File: src/rtl/irq_pkg.sv
package irq_pkg;

    localparam int REG_W = 32;
    localparam int SUMMARY_BIT = 15;

    localparam logic [REG_W-1:0] NORM_BITS  = 32'h0000_01F7;
    localparam logic [REG_W-1:0] ERR_BITS   = 32'h002F_0000;
    localparam logic [REG_W-1:0] LATCH_BITS = NORM_BITS | ERR_BITS;

    typedef enum logic [1:0] {
        SEL_STATUS = 2'd0,
        SEL_STS_EN = 2'd1,
        SEL_SIG_EN = 2'd2,
        SEL_NONE   = 2'd3
    } reg_sel_e;

    typedef struct packed {
        logic             wr;
        reg_sel_e         sel;
        logic [REG_W-1:0] data;
    } reg_cmd_t;

    function automatic logic [REG_W-1:0] add_summary(input logic [REG_W-1:0] s);
        logic [REG_W-1:0] r;
        r = s & LATCH_BITS;
        r[SUMMARY_BIT] = |(s & ERR_BITS);
        return r;
    endfunction

endpackage

File: src/rtl/irq_mask_reg.sv
module irq_mask_reg
    import irq_pkg::*;
#(
    parameter logic [REG_W-1:0] KEEP = LATCH_BITS
) (
    input  logic             clk,
    input  logic             rst,
    input  logic             we,
    input  logic [REG_W-1:0] wdata,
    output logic [REG_W-1:0] q
);

    always_ff @(posedge clk) begin
        if (rst) begin
            q <= '0;
        end else if (we) begin
            q <= wdata & KEEP;
        end
    end


    reserved_mask_zero_chk: assert property (@(posedge clk) disable iff (rst)
        (q & ~KEEP) == '0);

endmodule

File: src/rtl/irq_status_bank.sv
module irq_status_bank
    import irq_pkg::*;
(
    input  logic             clk,
    input  logic             rst,
    input  logic [REG_W-1:0] evt,
    input  logic [REG_W-1:0] sts_en,
    input  logic             clr_we,
    input  logic [REG_W-1:0] clr_data,
    output logic [REG_W-1:0] status_q
);

    logic [REG_W-1:0] hit;
    logic [REG_W-1:0] clr;
    logic [REG_W-1:0] status_d;

    always_comb begin
        hit = evt & sts_en & LATCH_BITS;
        clr = clr_we ? clr_data : '0;
        status_d = (hit | (status_q & ~clr)) & LATCH_BITS;
    end

    always_ff @(posedge clk) begin
        if (rst) begin
            status_q <= '0;
        end else begin
            status_q <= status_d;
        end
    end


    event_latches_chk: assert property (@(posedge clk) disable iff (rst)
        (hit != '0) |=> ((status_q & $past(hit)) == $past(hit)));


    sticky_hold_chk: assert property (@(posedge clk) disable iff (rst)
        !clr_we |=> ((status_q & $past(status_q)) == $past(status_q)));


    no_spurious_set_chk: assert property (@(posedge clk) disable iff (rst)
        1'b1 |=> ((status_q & ~$past(status_q) & ~$past(evt & sts_en)) == '0));

endmodule

File: src/rtl/irq_out_reg.sv
module irq_out_reg
    import irq_pkg::*;
(
    input  logic             clk,
    input  logic             rst,
    input  logic [REG_W-1:0] status,
    input  logic [REG_W-1:0] sig_en,
    output logic             irq
);

    logic [REG_W-1:0] live;

    always_comb live = status & sig_en;

    always_ff @(posedge clk) begin
        if (rst) begin
            irq <= 1'b0;
        end else begin
            irq <= |live;
        end
    end


    irq_latency_chk: assert property (@(posedge clk) disable iff (rst)
        1'b1 |=> (irq == $past(|(status & sig_en))));


    irq_masked_chk: assert property (@(posedge clk) disable iff (rst)
        ((status & sig_en) == '0) |=> !irq);

endmodule

File: src/rtl/irq_ctrl.sv
module irq_ctrl
    import irq_pkg::*;
#(
    parameter int ADDR_W = 2
) (
    input  logic              clk,
    input  logic              rst,
    input  logic [REG_W-1:0]  evt_i,
    input  logic              reg_we,
    input  logic [ADDR_W-1:0] reg_addr,
    input  logic [REG_W-1:0]  reg_wdata,
    output logic [REG_W-1:0]  reg_rdata,
    output logic              irq_o
);

    localparam int SEL_W = 2;

    reg_cmd_t         cmd;
    logic [REG_W-1:0] status_q;
    logic [REG_W-1:0] sts_en_q;
    logic [REG_W-1:0] sig_en_q;

    generate
        if (ADDR_W > SEL_W) begin : g_wide
            always_comb begin
                cmd.wr   = reg_we;
                cmd.data = reg_wdata;
                if (reg_addr[ADDR_W-1:SEL_W] != '0) begin
                    cmd.sel = SEL_NONE;
                end else begin
                    cmd.sel = reg_sel_e'(reg_addr[SEL_W-1:0]);
                end
            end
        end else begin : g_narrow
            always_comb begin
                cmd.wr   = reg_we;
                cmd.data = reg_wdata;
                cmd.sel  = reg_sel_e'(SEL_W'(reg_addr));
            end
        end
    endgenerate

    irq_status_bank u_status (
        .clk      (clk),
        .rst      (rst),
        .evt      (evt_i),
        .sts_en   (sts_en_q),
        .clr_we   (cmd.wr && cmd.sel == SEL_STATUS),
        .clr_data (cmd.data),
        .status_q (status_q)
    );

    irq_mask_reg #(.KEEP(LATCH_BITS)) u_sts_en (
        .clk   (clk),
        .rst   (rst),
        .we    (cmd.wr && cmd.sel == SEL_STS_EN),
        .wdata (cmd.data),
        .q     (sts_en_q)
    );

    irq_mask_reg #(.KEEP(LATCH_BITS)) u_sig_en (
        .clk   (clk),
        .rst   (rst),
        .we    (cmd.wr && cmd.sel == SEL_SIG_EN),
        .wdata (cmd.data),
        .q     (sig_en_q)
    );

    irq_out_reg u_out (
        .clk    (clk),
        .rst    (rst),
        .status (status_q),
        .sig_en (sig_en_q),
        .irq    (irq_o)
    );

    always_comb begin
        unique case (cmd.sel)
            SEL_STATUS: reg_rdata = add_summary(status_q);
            SEL_STS_EN: reg_rdata = sts_en_q;
            SEL_SIG_EN: reg_rdata = sig_en_q;
            default:    reg_rdata = '0;
        endcase
    end


    summary_bit_chk: assert property (@(posedge clk) disable iff (rst)
        (cmd.sel == SEL_STATUS) |-> (reg_rdata[SUMMARY_BIT] == ((status_q & ERR_BITS) != '0)));


    unmapped_zero_chk: assert property (@(posedge clk) disable iff (rst)
        (cmd.sel == SEL_NONE) |-> (reg_rdata == '0));

endmodule

File: config.mk
export PLATFORM = sky130hd
export DESIGN_NAME = irq_ctrl
export DESIGN_NICKNAME = d
export VERILOG_FILES = /design/src/rtl/irq_pkg.sv /design/src/rtl/irq_mask_reg.sv /design/src/rtl/irq_status_bank.sv /design/src/rtl/irq_out_reg.sv /design/src/rtl/irq_ctrl.sv
export SDC_FILE = /design/constraint.sdc
export NUM_CORES = 1
export LEC_CHECK = 0
export CAP_MARGIN = 10
export CORE_ASPECT_RATIO = 0.8
export CORE_MARGIN = 4
export CORE_UTILIZATION = 39
export CTS_CLUSTER_DIAMETER = 150
export DETAILED_ROUTE_END_ITERATION = 16
export PLACE_DENSITY = 0.89
export SETUP_SLACK_MARGIN = 0.3
export SYNTH_ARGS = -nofsm -noshare
export SYNTH_HDL_FRONTEND = slang
export SYNTH_SLANG_ARGS = --single-unit
File: constraint.sdc
create_clock -name clk -period 2.75 [get_ports clk]
set_clock_uncertainty 0.15 [all_clocks]
set_input_delay 0.4125 -clock clk [delete_from_list [all_inputs] [get_ports clk]]
set_output_delay 0.4125 -clock clk [all_outputs]
set_load 0.02 [all_outputs]
==> results.py <==
metrics = {
    "sta": {
        "relSlewSlack_pct": 54.5,
        "hold_viol_final": 0,
        "setup_viol_count_final": 0,
        "rsz0062_at_grt": "false",
        "post-route-period-util_pct": 85.9,
        "setup_tns_ns": 0,
        "period_needed_ns": 2.36,
        "hold_slack_ns": 0.322,
        "drv_slew": 0,
        "worst_pin_slew_ns": 0.681,
        "fmax_mhz": 423,
    },
    "route": {
        "ant_nets": 0,
        "drtIter0Drc": 119,
        "via_count": 1802,
        "route.detailed.wl_per_inst_um": 13.7,
        "route.detailed.drc": 0,
        "wl_mm": 4.94,
        "vias_per_cell": 4.99,
        "drtPass1Iterations": 4,
    },
    "final_layout": {
        "layout_commonest_cell": "nand2_1",
        "nets": 369,
        "fin_cells": 361,
        "diodes": 0,
        "final_cell_mix": "nand2_1, dfxtp_1, a21oi_1",
        "area_growth_syn_to_layout_pct": 26.0,
        "drive_gt1_share_pct": 7.64,
        "stdcell_area_mm2": 0.00250,
    },
    "clocking": {
        "cts-htree-levels": 2,
        "insertion_delay_ns": 0.30,
        "clockBufferDepth": 2,
        "clock-sinks": 40,
        "clk_pin_slew_ns": 0.07,
        "clockRootBuffer": "clkbuf_8",
        "cts_buffers": 5,
        "cts_tree": "done",
    },
    "die": {
        "dieHeight_um": 71.8,
        "num_rows": 22,
        "num_io_pins": 102,
        "initial_core_util_pct": 41.6,
        "die-area_mm2": 0.00630,
        "die_w_um": 87.7,
        "core_mm2": 0.00476,
    },
    "run": {
        "maxCapViolations": 0,
    },
    "worst_setup_path": {
        "cp_slowest_cell": "clkdlybuf4s50_1",
        "worstSetupPathType": "input port to output pin",
        "max_stage_delay_ns": 0.52,
        "endpoint_kind": "output pin",
        "arrival_ns": 1.80,
        "crit_required_ns": 2.19,
        "path_delay_family": "buffers and inverters",
        "path_buf_inv": 3,
        "crit_chain": "clkdlybuf4s50_1 > buf_12 > mux2i_1 > o21ai_0 > dlygate4sd2_1",
        "start_kind": "input port",
        "worstPathMaxFanout": 19,
    },
    "yosys": {
        "avgSynthCellArea_um2": 7.66,
        "yosys-top-cells-area": "dfxtp_1, nand2_1, a21oi_1, buf_4, mux2i_1",
        "synth_area_leader_cell": "dfxtp_1",
        "yosysSeqAreaShare_pct": 40.4,
        "synth_cells": 259,
        "ys_types": 25,
        "syn_area_mm2": 0.00198,
        "synth_top_area_share_pct": 40.4,
        "yosys_register_bits": 40,
        "yosysWarnings": 0,
    },
    "pwr": {
        "p_total_w": 0.00127,
        "p_int_w": 0.000937,
        "p_leak_nw": 0.982,
        "peakVddDrop_v": 0.000279,
        "pwr_density_cell_mw_per_mm2": 507,
        "p_switching_w": 0.000330,
        "netSwitchingFraction_pct": 26.0,
        "seqPwrFrac_pct": 48.1,
        "pwr-share-clk_pct": 38.4,
        "combPwrFrac_pct": 13.5,
    },
    "global_route": {
        "grt-ovfl-total": 0,
        "grt_pass1_wl_mm": 8.02,
        "track_usage_pct": 16.1,
        "grt_pass1_vias": 1709,
        "grt_antenna_before_repair": 0,
        "grt_max_degree": 41,
    },
    "placement": {
        "port_buffers": 45,
        "placed_area_mm2": 0.00240,
        "dpl.cell_count": 353,
        "gp_congestion": 0.831,
        "post-dp-hpwl_mm": 3.46,
    },
    "worst_hold_path": {
        "worstHoldPathType": "flop to flop",
    },
    "status": {
        "outcome": "complete, no violations",
    },
}
==> kinds of logic (layout without fill, tap and decap cells) <==
group | after synthesis | after routing | synth area share [%]
buffers and inverters | 45 | 70 | 13.3
and+or+nand+nor | 87 | 87 | 18.0
other | 1 | 18 | 0.189
DFF | 40 | 40 | 40.4
muxes | 13 | 13 | 6.56
AOI/OAI and AO/OA | 73 | 73 | 21.5
==> power groups by stage <==
stage	Combinational [W]	Clock [W]	Sequential (W)
6_report	0.000171	0.000486	0.000610
5_1_grt	0.000187	0.000521	0.000612
4_1_cts	0.000171	0.000492	0.000609
3_5_place_dp	0.000174	0	0.000623
3_3_place_gp	0.000172	0	0.000622
2_1_floorplan	0.000117	0	0.000620
==> layout make-up <==
type                    count  area (um^2)
clock buffers               5         68.8
clock inverters             3         42.5
fillers                   484         2260
inverters                  13         48.8
multi-input cells         191          982
flip-flops and latches     40          801
well taps                  60         75.1
repair buffers             49          480
==> state kept, by name, indices dropped and copies added, names as in the netlist <==
register / count
u_status.status_q: 13
u_sts_en.q: 13
u_sig_en.q: 13
u_out.irq: 1
==> per-layer routing <==
| metal | up-vias | GRT usage (%) | routed length, um |
|---|---|---|---|
| met5 | - | 0 | 0 |
| met4 | 0 | 4.09 | 27 |
| met3 | 2 | 3.91 | 387 |
| met2 | 64 | 27.2 | 2450 |
| met1 | 831 | 20.6 | 2080 |
| li1 | 905 | - | - |
==> final timing paths <==
| check | from | to | slack (ns) | cells after the start |
|---|---|---|---|---|
| worst max-delay path | reg_addr[0] | reg_rdata[5] | 0.39 | 5 |
| worst min-delay path | u_sig_en.q[19] | u_sig_en.q[19] | 0.32 | 2 |
| worst max register to register | u_status.status_q[7] | u_out.irq | 1.49 | 3 |
| worst min register to register | u_sig_en.q[19] | u_sig_en.q[19] | 0.32 | 2 |
==> per-stage QoR <==
stage	setup slack (ns)	utilization (%)
after floorplan	0.843	-
final	0.389	52.5
after CTS	0.390	52.4
after detailed placement	0.0959	50.4
after global placement	0.120	50.4
after global routing	0.307	52.5
==> Yosys cell counts (all sizes together) <==
| cell | number |
|---|---|
| nand2 | 78 |
| dfxtp | 40 |
| a21oi | 39 |
| buf | 27 |
| o21ai | 26 |
| inv | 13 |
| mux2i | 13 |
| clkbuf | 5 |
| a22oi | 3 |
| and3b | 2 |
| nand3b | 2 |
| a211oi | 1 |
| a221oi | 1 |
| a222oi | 1 |
| a22o | 1 |
| a31oi | 1 |
| and3 | 1 |
| conb | 1 |
| nor2 | 1 |
| nor2b | 1 |
| nor3 | 1 |
| or3b | 1 |
==> what timing repair did <==
action,CTS,global route
hold buffers,0,0
setup buffers,0,0
endpoints found under the hold margin,0,0
endpoints found under the setup margin,14,4
gates resized for setup,14,4
==> worst min-delay path: stages, from the launching register on <==
cell and delay (ns):
dfxtp_1 0.32, nand2_1 0.05, a21oi_1 0.05
No activity file was read; power rests on OpenSTA's default activity.
